===== src/rtl/mc_seq_ctrl.sv =====
module mc_seq_ctrl (
  input  logic       clk,
  input  logic       rst,
  input  logic [5:0] opcode,
  input  logic [5:0] funct,
  input  logic       ab_equal,
  input  logic       mem_wait,
  output logic       pc_en,
  output logic       ir_en,
  output logic       a_en,
  output logic       b_en,
  output logic       aluout_en,
  output logic       mdr_en,
  output logic [1:0] pc_src,
  output logic       addr_sel,
  output logic       alu_a_sel,
  output logic [1:0] alu_b_sel,
  output logic       imm_zext,
  output logic [3:0] alu_op,
  output logic       rf_we,
  output logic [1:0] rf_dst,
  output logic [1:0] rf_src,
  output logic       mem_rd,
  output logic       mem_wr
);
  localparam logic [5:0] OP_REG = 6'h00, OP_J = 6'h02, OP_JAL = 6'h03, OP_BEQ = 6'h04,
                         OP_BNE = 6'h05, OP_ADDI = 6'h08, OP_SLTI = 6'h0A, OP_ANDI = 6'h0C,
                         OP_ORI = 6'h0D, OP_LW = 6'h23, OP_SW = 6'h2B;
  localparam logic [5:0] FN_JR = 6'h08, FN_JALR = 6'h09;
  localparam logic [3:0] A_ADD = 4'd0, A_SUB = 4'd1, A_AND = 4'd2, A_OR = 4'd3, A_SLT = 4'd4,
                         A_SLL = 4'd5, A_SRL = 4'd6, A_SLLV = 4'd7, A_SRLV = 4'd8;

  typedef enum logic [3:0] {
    S_FETCH, S_DECODE, S_EXR, S_EXI, S_EXADDR, S_MEMLD, S_MEMST,
    S_WBR, S_WBI, S_WBLD, S_EXBR, S_EXJ, S_EXJR
  } state_t;

  state_t st, nxt;
  logic       r_ok;
  logic [3:0] r_op;

  always_comb begin
    r_ok = 1'b1;
    case (funct)
      6'h20:   r_op = A_ADD;
      6'h22:   r_op = A_SUB;
      6'h24:   r_op = A_AND;
      6'h25:   r_op = A_OR;
      6'h2A:   r_op = A_SLT;
      6'h00:   r_op = A_SLL;
      6'h02:   r_op = A_SRL;
      6'h04:   r_op = A_SLLV;
      6'h06:   r_op = A_SRLV;
      default: begin r_op = A_ADD; r_ok = 1'b0; end
    endcase
  end

  always_ff @(posedge clk)
    if (rst) st <= S_FETCH;
    else     st <= nxt;

  always_comb begin
    nxt = st;
    {pc_en, ir_en, a_en, b_en, aluout_en, mdr_en} = '0;
    pc_src = 2'd0; addr_sel = 1'b0; alu_a_sel = 1'b0; alu_b_sel = 2'd0;
    imm_zext = 1'b0; alu_op = A_ADD;
    rf_we = 1'b0; rf_dst = 2'd0; rf_src = 2'd0;
    mem_rd = 1'b0; mem_wr = 1'b0;
    case (st)
      S_FETCH: begin
        mem_rd = 1'b1; alu_b_sel = 2'd1;
        if (!mem_wait) begin
          ir_en = 1'b1; pc_en = 1'b1; nxt = S_DECODE;
        end
      end
      S_DECODE: begin
        a_en = 1'b1; b_en = 1'b1; aluout_en = 1'b1; alu_b_sel = 2'd3;
        case (opcode)
          OP_REG:  nxt = r_ok ? S_EXR :
                         (funct == FN_JR || funct == FN_JALR) ? S_EXJR : S_FETCH;
          OP_ADDI, OP_SLTI, OP_ANDI, OP_ORI: nxt = S_EXI;
          OP_LW, OP_SW:   nxt = S_EXADDR;
          OP_BEQ, OP_BNE: nxt = S_EXBR;
          OP_J, OP_JAL:   nxt = S_EXJ;
          default:        nxt = S_FETCH;
        endcase
      end
      S_EXR: begin
        aluout_en = 1'b1; alu_a_sel = 1'b1; alu_op = r_op; nxt = S_WBR;
      end
      S_EXI: begin
        aluout_en = 1'b1; alu_a_sel = 1'b1; alu_b_sel = 2'd2;
        imm_zext = (opcode == OP_ANDI) || (opcode == OP_ORI);
        case (opcode)
          OP_SLTI: alu_op = A_SLT;
          OP_ANDI: alu_op = A_AND;
          OP_ORI:  alu_op = A_OR;
          default: alu_op = A_ADD;
        endcase
        nxt = S_WBI;
      end
      S_EXADDR: begin
        aluout_en = 1'b1; alu_a_sel = 1'b1; alu_b_sel = 2'd2;
        nxt = (opcode == OP_LW) ? S_MEMLD : S_MEMST;
      end
      S_MEMLD: begin
        mem_rd = 1'b1; addr_sel = 1'b1;
        if (!mem_wait) begin mdr_en = 1'b1; nxt = S_WBLD; end
      end
      S_MEMST: begin
        mem_wr = 1'b1; addr_sel = 1'b1;
        if (!mem_wait) nxt = S_FETCH;
      end
      S_WBR:  begin rf_we = 1'b1; rf_dst = 2'd1; nxt = S_FETCH; end
      S_WBI:  begin rf_we = 1'b1; nxt = S_FETCH; end
      S_WBLD: begin rf_we = 1'b1; rf_src = 2'd1; nxt = S_FETCH; end
      S_EXBR: begin
        alu_a_sel = 1'b1; alu_op = A_SUB; pc_src = 2'd1;
        pc_en = ab_equal ^ (opcode == OP_BNE); nxt = S_FETCH;
      end
      S_EXJ: begin
        pc_en = 1'b1; pc_src = 2'd2;
        if (opcode == OP_JAL) begin rf_we = 1'b1; rf_dst = 2'd2; rf_src = 2'd2; end
        nxt = S_FETCH;
      end
      S_EXJR: begin
        pc_en = 1'b1; pc_src = 2'd3;
        if (funct == FN_JALR) begin rf_we = 1'b1; rf_dst = 2'd2; rf_src = 2'd2; end
        nxt = S_FETCH;
      end
      default: nxt = S_FETCH;
    endcase
  end


  reset_to_fetch_chk: assert property (@(posedge clk) rst |=> st == S_FETCH);


  ir_load_chk: assert property (@(posedge clk) disable iff (rst)
    ir_en |-> (mem_rd && !mem_wait && !addr_sel));


  stall_hold_chk: assert property (@(posedge clk) disable iff (rst)
    ((mem_rd || mem_wr) && mem_wait) |=> ($stable(mem_rd) && $stable(mem_wr) && $stable(addr_sel)));


  mdr_load_chk: assert property (@(posedge clk) disable iff (rst)
    mdr_en |-> (mem_rd && addr_sel && !mem_wait));


  strobe_excl_chk: assert property (@(posedge clk) disable iff (rst)
    !(mem_rd && mem_wr));


  branch_after_decode_chk: assert property (@(posedge clk) disable iff (rst)
    (pc_en && pc_src == 2'd1) |-> $past(a_en && b_en && aluout_en));


  link_src_chk: assert property (@(posedge clk) disable iff (rst)
    (rf_we && rf_dst == 2'd2) |-> (rf_src == 2'd2 && pc_en));
endmodule


===== config.mk =====
export PLATFORM = sky130hd
export DESIGN_NAME = mc_seq_ctrl
export DESIGN_NICKNAME = d
export VERILOG_FILES = /design/src/rtl/mc_seq_ctrl.sv
export SDC_FILE = /design/constraint.sdc
export NUM_CORES = 1
export LEC_CHECK = 0
export BUFFER_PORTS_ARGS = -buffer_cell sky130_fd_sc_hd__buf_4
export CORE_UTILIZATION = 50
export CTS_CLUSTER_SIZE = 10
export DETAILED_ROUTE_END_ITERATION = 7
export HOLD_SLACK_MARGIN = 0.15
export PLACE_DENSITY = 0.94
export SETUP_SLACK_MARGIN = 0.1
export SYNTH_ARGS = -nofsm -noshare
export SYNTH_HDL_FRONTEND = slang
export SYNTH_SLANG_ARGS = --single-unit

===== constraint.sdc =====
create_clock -name clk -period 3.7 [get_ports clk]
set_clock_uncertainty 0.15 [all_clocks]
set_input_delay 0.74 -clock clk [delete_from_list [all_inputs] [get_ports clk]]
set_output_delay 0.74 -clock clk [all_outputs]
set_load 0.05 [all_outputs]

After elaboration in Yosys (flattened, before gate mapping) --
Index checks and enable logic that the tools add are counted.
Storage, ports and cells: flip-flop bits (word level) 4, logic and storage cells 87
Operators by class: multiplexer cells 32, reduce and logical (&&, ||, !) cells 18, eq/ne operators 35, bitwise gates (word level) 1
Operators by type and width (count):
- 6-bit == test (second input constant) | 7
- 6-bit by 4-bit == test with 1-bit output (second input constant) | 6
- 4-bit case mux with 8 select lines | 1
- 4-bit case mux with 7 select lines | 1
- 6-bit by 3-bit == test with 1-bit output (second input constant) | 4
- 2-bit case mux with 3 select lines | 4
- 4-bit == test (second input constant) | 5
- 4-bit 2-to-1 mux | 5
- 4-bit case mux with 5 select lines | 1
- 6-bit by 2-bit == test with 1-bit output (second input constant) | 3
- 4-bit by 3-bit == test with 1-bit output (second input constant) | 4
- 2-bit OR reduction | 7
- 1-bit 2-to-1 mux | 13
- 6-bit logical NOT | 2
- 4-bit case mux with 3 select lines | 1
- 4-bit OR reduction | 3
- 3-bit case mux with 3 select lines | 1
- 9-bit OR reduction | 1
- 4-bit by 2-bit == test with 1-bit output (second input constant) | 2
- 2-bit 2-to-1 mux | 3
- 2-bit inequality test (second input constant) | 3
- 1-bit case mux with 3 select lines | 2
- 4-bit by 1-bit == test with 1-bit output (second input constant) | 1
- 4-bit logical NOT | 1
- 4 further kinds | 5

Logic depth before layout (Yosys ltp) --
Gate-level depths: netlist (run 1).
depth after elaboration 6, gate-level depth with buffers 7

Worst setup path after synthesis (run 1) --
Ideal clock, no wire load.
path type input port to output port, start point input port opcode[3], end point output port rf_we, path buffers 0, data arrival time 3.406 ns, data required time 2.810 ns, stages 3, slack -0.596 ns, cells stage by stage or3_1 o41ai_1 a211o_1
On the way: longest elaborated chain between the ends 3
Ends and longest elaborated chain:
- start: declaration | line 4 | input logic [5:0] opcode,
- 6-bit by 2-bit == test with 1-bit output | line 123 | if (opcode == OP_JAL) begin rf_we = 1'b1; rf_dst = 2'd2; rf_src = 2'd2; end
- 1-bit 2-to-1 mux | line 123
- 1-bit case mux with 3 select lines | line 69 | case (st)
- end: declaration | line 20 | output logic rf_we,
Every way passes these cells.

Worst setup path after layout (run 1) --
start point input port opcode[3], end point output port pc_en
On the way: longest elaborated chain between the ends 3
Ends and longest elaborated chain:
- 6-bit by 3-bit == test with 1-bit output | line 119 | pc_en = ab_equal ^ (opcode == OP_BNE); nxt = S_FETCH;
- 1-bit bitwise XOR | line 119
- 1-bit case mux with 3 select lines | line 69
- end: declaration | line 8 | output logic pc_en,
Every way passes these cells.

==> impl_results.md, run 1 <==
* Worst VDD drop at 0.273 mV
* HPWL after detailed placement at 2080 µm
* Startpoint of the worst register-to-register path: st[0]
* I/O pin cnt at 40
* Final Max Slew Viols at 0
* Kind of cell adding the most delay to the critical path: simple AND/OR/NAND/NOR gates
* Switch Pwr at 194 µW
* Share of flip-flops with an asynchronous set or reset after synthesis at 0%
* Number of buffers inserted by post-CTS setup repair at 0
* Critical Path Max Stage Delay at around 0.46 ns
* Top cell types by occurrence after synthesis: 13 x sky130_fd_sc_hd__nor2_1, 12 x sky130_fd_sc_hd__a21oi_1, 9 x sky130_fd_sc_hd__clkbuf_1
* Final-layout setup total negative slack at 0 ns
* Filler Cell Count at between 150 and 200
* Avg Inst Size Synth at about 6.3 µm²
* Share of the yosys chip area belonging to registers at 8.83%
* Fmax achieved at roughly 0.32 GHz
* Gp weighted congestion at just under 0.9
* WP data required at between 2 and 3 ns
* First-pass GRT wire length at 4420 µm
* Post-synthesis instance total at between 100 and 150
* Buffer and inverter count on the worst path at 2
* Die outline area at between 1500 and 2000 µm²
* Slew headroom at roughly three fifths
* Cell row count at 15
* Starting density of the core at ~53%
* Synth Net Count at between 150 and 200
* Clock slew seen by the registers of the worst setup and hold paths at ~0.030 ns
* Synth cell types at 44
* Critical Path, Cell by Cell: buf_4 > or3_1 > nor3_1 > xor2_1 > o21ai_1 > a31oi_1 > buf_4
* Top post-synthesis cells by area: sky130_fd_sc_hd__dfxtp_1 8.8%, sky130_fd_sc_hd__a21oi_1 6.6%, sky130_fd_sc_hd__nor2_1 5.4%, sky130_fd_sc_hd__nor3_1 4.4%, sky130_fd_sc_hd__nor2b_1 4.1%
* Outcome: complete, no violations
* Cell accounting for the most synthesized area: sky130_fd_sc_hd__dfxtp_1
* Power density relative to cell area at a little over 300 nW/µm²
* GR Util All Layers at about 29%
* Via count of the first global-routing pass at roughly 1000
* Final count of hold timing violations at 0
* Overflow after GRT at 0
* Area Overhead vs Synth at 30.1%
* Lkg Pwr at slightly below 0.0005 µW
* Largest net degree at the start of global routing at 20
* N_diodes at 0
* Cell mode on critical path: sky130_fd_sc_hd__buf_4
* Crit end category: primary output
* Number of port buffers at 39
* Die height at between 40 and 50 µm
* Register bank with the most flops: st
* Total Routed Length at ~2600 µm
* Gates resized, CTS repair at 0
* P_int at roughly 160 µW
* Relative contribution of the clock network to total power at ~14%
* Worst Max-Slew Pin Slew at about 0.58 ns
* Fraction of power consumed by sequential logic at roughly 18%
* Cell at the root of the clock tree: sky130_fd_sc_hd__clkbuf_4
* Sw Ratio at ~55%
* Setup crit start kind: primary input
* Routed via count at 1190
* Area share of the leading cell type in the synthesized netlist at under 10%
* Clk sinks at 4
* Maxcap violations at 0
* Worst-path maximum fanout at 8
* FF+latch count, synth at 4
* Post-DRT Antenna Nets at 0
* Remaining routing DRC violations at 0
* Number of optimization iterations in the first detailed-route pass at 4
* Type of the tightest min-delay check: in -> reg
* Dominant register cell in the synthesized netlist: sky130_fd_sc_hd__dfxtp_1
* Final routed wire length divided by cell count at between 10 and 15 µm
* Initial DRC Count at 62
* Initial antenna violation count at 0
* Setup slack on the worst flop-to-flop path at between 1.5 and 2 ns
* Via/cell ratio at about 6.1
* Width of the chip at ~45 µm
* Core ar. at 1710 µm²
* Startpoint of the worst setup timing path: opcode[3]
* WHS at 0.571 ns
* Tmin final at around 3.1 ns
* Logic gate share of total power at between 60% and 70%
* Regs by FF count: st x4
* Area taken by flip-flops and latches at roughly 80 µm²
* Crit path arrival time at roughly 2.2 ns
* Critical path type: in -> out
* Number of H-tree levels at 1
* Final #Nets at 187
* Flip-flop count of the largest register after layout at 4
* RSZ-0062 raised after global routing: false
* Slowest cell on crit path: sky130_fd_sc_hd__or3_1
* Inserted Clock Buffers at 3
* Number of enable flip-flop cells after synthesis at 0
* Share of layout cells above drive strength 1 at between 20% and 30%
* Mapped Area at approximately 910 µm²
* Clock Latency Late Sink at about 0.22 ns
* Clock buffer depth at 2
* Count leader, synth: sky130_fd_sc_hd__nor2_1
* CTS Hold Buffers Added at 0
* Fraction of the cycle the final worst path needs at between 80% and 90%
* Synthesis Warnings at 0
* Final-report setup violation count at 0
* Clock tree from TritonCTS: built
* Area used by multi-input combinational logic at approximately 730 µm²
* Origin of the worst min-delay path: rst
cell usage in the layout (no fill, tap or decap), drive strengths merged, types with 3 or more instances in the layout:
cell / netlist / final
or3: 5 / 5
or4: 3 / 3
buf: 8 / 39
nand2: 8 / 8
a21oi: 12 / 12
o41ai: 3 / 3
nand4: 3 / 3
or2: 3 / 3
nand2b: 4 / 4
nor3: 9 / 9
a211oi: 3 / 3
clkbuf: 9 / 3
a211o: 3 / 3
xor2: 3 / 3
inv: 7 / 7
o21ai: 11 / 11
nor3b: 3 / 3
nor2b: 6 / 6
nor2: 13 / 13
dfxtp: 4 / 4
nand3: 3 / 3
cells by family after synthesis:
group | Yosys count | share of synthesized area (%)
simple gates | 66 | 40.3
compound gates | 45 | 32.8
buf+inv | 24 | 13.2
xor+xnor | 5 | 4.83
flops | 4 | 8.83
final timing paths:
kind,endpoint,depth (start not counted)
setup / recovery,pc_en,7
hold / removal,st[2],2
setup reg to reg,st[2],5
hold reg to reg,st[1],2
power by group through the flow:
stage	logic (µW)	registers [µW]	clock network, µW
3_5_place_dp	240	65.0	0
5_1_grt	260	67.0	54.0
6_report	241	64.6	50.1
2_1_floorplan	195	50.8	0
3_3_place_gp	235	64.6	0
4_1_cts	240	64.3	52.6
per-stage QoR:
stage | power [µW] | area (µm²) | utilization, % | std cells | setup slack, ns
floorplan | 246 | 927 | - | 144 | 0.112
global placement | 299 | 1160 | 67.8 | 191 | 0.621
detailed placement | 305 | 1160 | 67.8 | 191 | 0.599
CTS | 357 | 1180 | 69.1 | 194 | 0.596
global route | 381 | 1180 | 69.1 | 194 | 0.527
finish | 356 | 1180 | 69.1 | 194 | 0.586
layout make-up:
type,count,area share (%)
clock buffer,3,1.91
inverter,7,2.23
multi-input combinational,116,61.6
sequential,4,6.79
tap,25,2.65
timing repair buffer,39,24.8
worst register-to-register path: stages (launching register included):
cell and delay (ns):
sky130_fd_sc_hd__dfxtp_1 0.57, sky130_fd_sc_hd__nand2b_1 0.36, sky130_fd_sc_hd__nor3_2 0.19, sky130_fd_sc_hd__o21ai_1 0.11, sky130_fd_sc_hd__or4_1 0.48, sky130_fd_sc_hd__a21oi_1 0.15
per-layer routing:
layer	vias to the layer above	wire length, µm	track usage [%]
met2	61	1380	50.0
met3	6	180	2.86
li1	580	-	-
met5	-	0	0
met4	0	44	12.1
met1	543	1030	36.5
Power figures use the tool's default switching activity.
==> inputs of run 2 (changes only) <==
--- a/config.mk
+++ b/config.mk
@@ -6,11 +6,11 @@
 export NUM_CORES = 1
 export LEC_CHECK = 0
 export BUFFER_PORTS_ARGS = -buffer_cell sky130_fd_sc_hd__buf_4
-export CORE_UTILIZATION = 50
+export CORE_UTILIZATION = 47
 export CTS_CLUSTER_SIZE = 10
 export DETAILED_ROUTE_END_ITERATION = 7
 export HOLD_SLACK_MARGIN = 0.15
-export PLACE_DENSITY = 0.94
+export PLACE_DENSITY = 0.9
 export SETUP_SLACK_MARGIN = 0.1
 export SYNTH_ARGS = -nofsm -noshare
 export SYNTH_HDL_FRONTEND = slang
==> constraint.sdc (replaced) <==
create_clock -name clk -period 3.27 [get_ports clk]
set_clock_uncertainty 0.15 [all_clocks]
set_input_delay 0.654 -clock clk [delete_from_list [all_inputs] [get_ports clk]]
set_output_delay 0.654 -clock clk [all_outputs]
set_load 0.05 [all_outputs]
==> run 2 against run 1 <==
- critical path depth is the same
- combinational power up 14%
- sequential share of layout area about the same
- clock power up 19%
- die area rose by 6.1%
- critical path type unchanged
- largest cell class unchanged
- highest routed layer unchanged
==> impl_results.md, run 2 (synthesis results as in run 1) <==
* Outcome: complete, no violations
* Initial DRC Count at 45
* Utilization after layout at 67.2%
* Cell mode on critical path: sky130_fd_sc_hd__buf_4
* Slowest cell on crit path: sky130_fd_sc_hd__or3_1
* Placed cell count at approximately 190
* Slew headroom at 60.5%
* Area Overhead vs Synth at 30.8%
* RSZ-0062 raised after global routing: false
* Power density relative to cell area at 343 nW/µm²
* Number of H-tree levels at 1
* CTS Hold Buffers Added at 0
* First-pass GRT wire length at roughly 4000 µm
* Gp weighted congestion at about 0.88
* Regs by FF count: st x4
* HPWL after detailed placement at about 2000 µm
* GR Util All Layers at between 20% and 30%
* Total Routed Length at around 2600 µm
* Via/cell ratio at 6.01
* Final #Nets at 187
* Clk sinks at 4
* Routed via count at approximately 1200
* Fraction of the cycle the final worst path needs at 89.7%
* Register bank with the most flops: st
* Worst slack after detailed placement at ~0.35 ns
* Startpoint of the worst register-to-register path: st[0]
* Flip-flop count of the largest register after layout at 4
* Critical Path, Cell by Cell: buf_4 > or3_1 > nor3_1 > xor2_1 > o21ai_1 > a31oi_2 > buf_4
* I/O pin cnt at 40
* Final count of hold timing violations at 0
* Final Max Slew Viols at 0
* Worst Max-Slew Pin Slew at a little under 0.6 ns
* Timing endpoint of the critical path: pc_en
* PnR Total Power at 407 µW
* Worst R2R End: st[2]
* Final routed wire length divided by cell count at ~13 µm
* Largest net degree at the start of global routing at 20
* Filler Cell Count at ~170
* Setup crit start kind: primary input
* Cell at the root of the clock tree: sky130_fd_sc_hd__clkbuf_4
* Tmin final at 2.93 ns
* Cell row count at 15
* Critical Path Max Stage Delay at between 0.4 and 0.5 ns
* Core ar. at between 1500 and 2000 µm²
* N_diodes at 0
* Kind of cell adding the most delay to the critical path: simple AND/OR/NAND/NOR gates
* Clock Latency Late Sink at between 0.2 and 0.25 ns
* Worst-path maximum fanout at 8
* Crit end category: primary output
* Clock tree from TritonCTS: built
* Starting density of the core at 51.4%
* Final-layout setup total negative slack at 0 ns
* Worst Slack Setup Final at around 0.34 ns
* Clock buffer depth at 2
* Die height at roughly 46 µm
* Number of port buffers at 39
* Fmax achieved at 0.341 GHz
* Remaining routing DRC violations at 0
* Lkg Pwr at between 0.0004 and 0.0005 µW
* Total stage count of the critical path at 7
* Buffer and inverter count on the worst path at 2
* Maxcap violations at 0
* Via count of the first global-routing pass at between 900 and 1000
* Leading cell types in the layout, fill and taps excluded: 39 x sky130_fd_sc_hd__buf_4, 13 x sky130_fd_sc_hd__nor2_1, 12 x sky130_fd_sc_hd__a21oi_1
* Crit path arrival time at 2.13 ns
* Startpoint of the worst setup timing path: opcode[3]
* Setup slack on the worst flop-to-flop path at approximately 1.2 ns
* Share of layout cells above drive strength 1 at 29.0%
* Width of the chip at between 40 and 50 µm
* Final-report setup violation count at 0
* Number of standard cells in the layout, taps in and fillers out at 194
* Number of buffers inserted by post-CTS setup repair at 0
* Post-DRT Antenna Nets at 0
* Critical path type: in -> out
* WP data required at roughly 2.5 ns
* Worst VDD drop at about 0.28 mV
* Overflow after GRT at 0
* Initial antenna violation count at 0
* Die outline area at 2110 µm²
* Most common cell after layout, fill and taps aside: sky130_fd_sc_hd__buf_4
* Inserted Clock Buffers at 3
* Number of optimization iterations in the first detailed-route pass at 4
* R2R cell count at 5
* Clock slew seen by the registers of the worst setup and hold paths at 0.03 ns
* Type of the tightest min-delay check: in -> reg
* Gates resized, CTS repair at 0
[run 2: worst min path at each step]
stage,from,to,slack (ns),cells past startpoint
floorplan,st[0],st[0],0.40,2
global placement,st[2],st[1],0.63,2
detailed placement,st[2],st[1],0.63,2
CTS,rst,st[2],0.45,2
global route,rst,st[2],0.46,2
finish,rst,st[2],0.47,2
[run 2: per-layer routing]
layer	vias up	GRT usage [%]	wire [µm]
met2	63	42.8	1340
met4	0	12.4	25
met1	518	32.2	1050
li1	578	-	-
met3	6	3.57	172
met5	-	0	0
[run 2: area by class of cell]
type	instances	area, µm²	area share (%)
repair buffers	39	293	24.7
flip-flops and latches	4	80.1	6.75
clock buffers	3	22.5	1.90
inverters	7	26.3	2.22
well taps	25	31.3	2.64
multi-input cells	116	733	61.8
[run 2: power breakdown]
| group | switching (µW) | internal, µW | leakage (µW) |
|---|---|---|---|
| Sequential | 19.5 | 54.1 | 0.0000326 |
| Clock | 18.5 | 40.9 | 0.0000138 |
| Combinational | 186 | 88.4 | 0.000446 |
| Total | 224 | 183 | 0.000493 |
[run 2: stage by stage]
stage	hold WS, ns	area, µm²
finish	0.468	1190
global route	0.463	1190
CTS	0.454	1190
detailed placement	0.632	1160
global placement	0.625	1160
floorplan	0.402	933
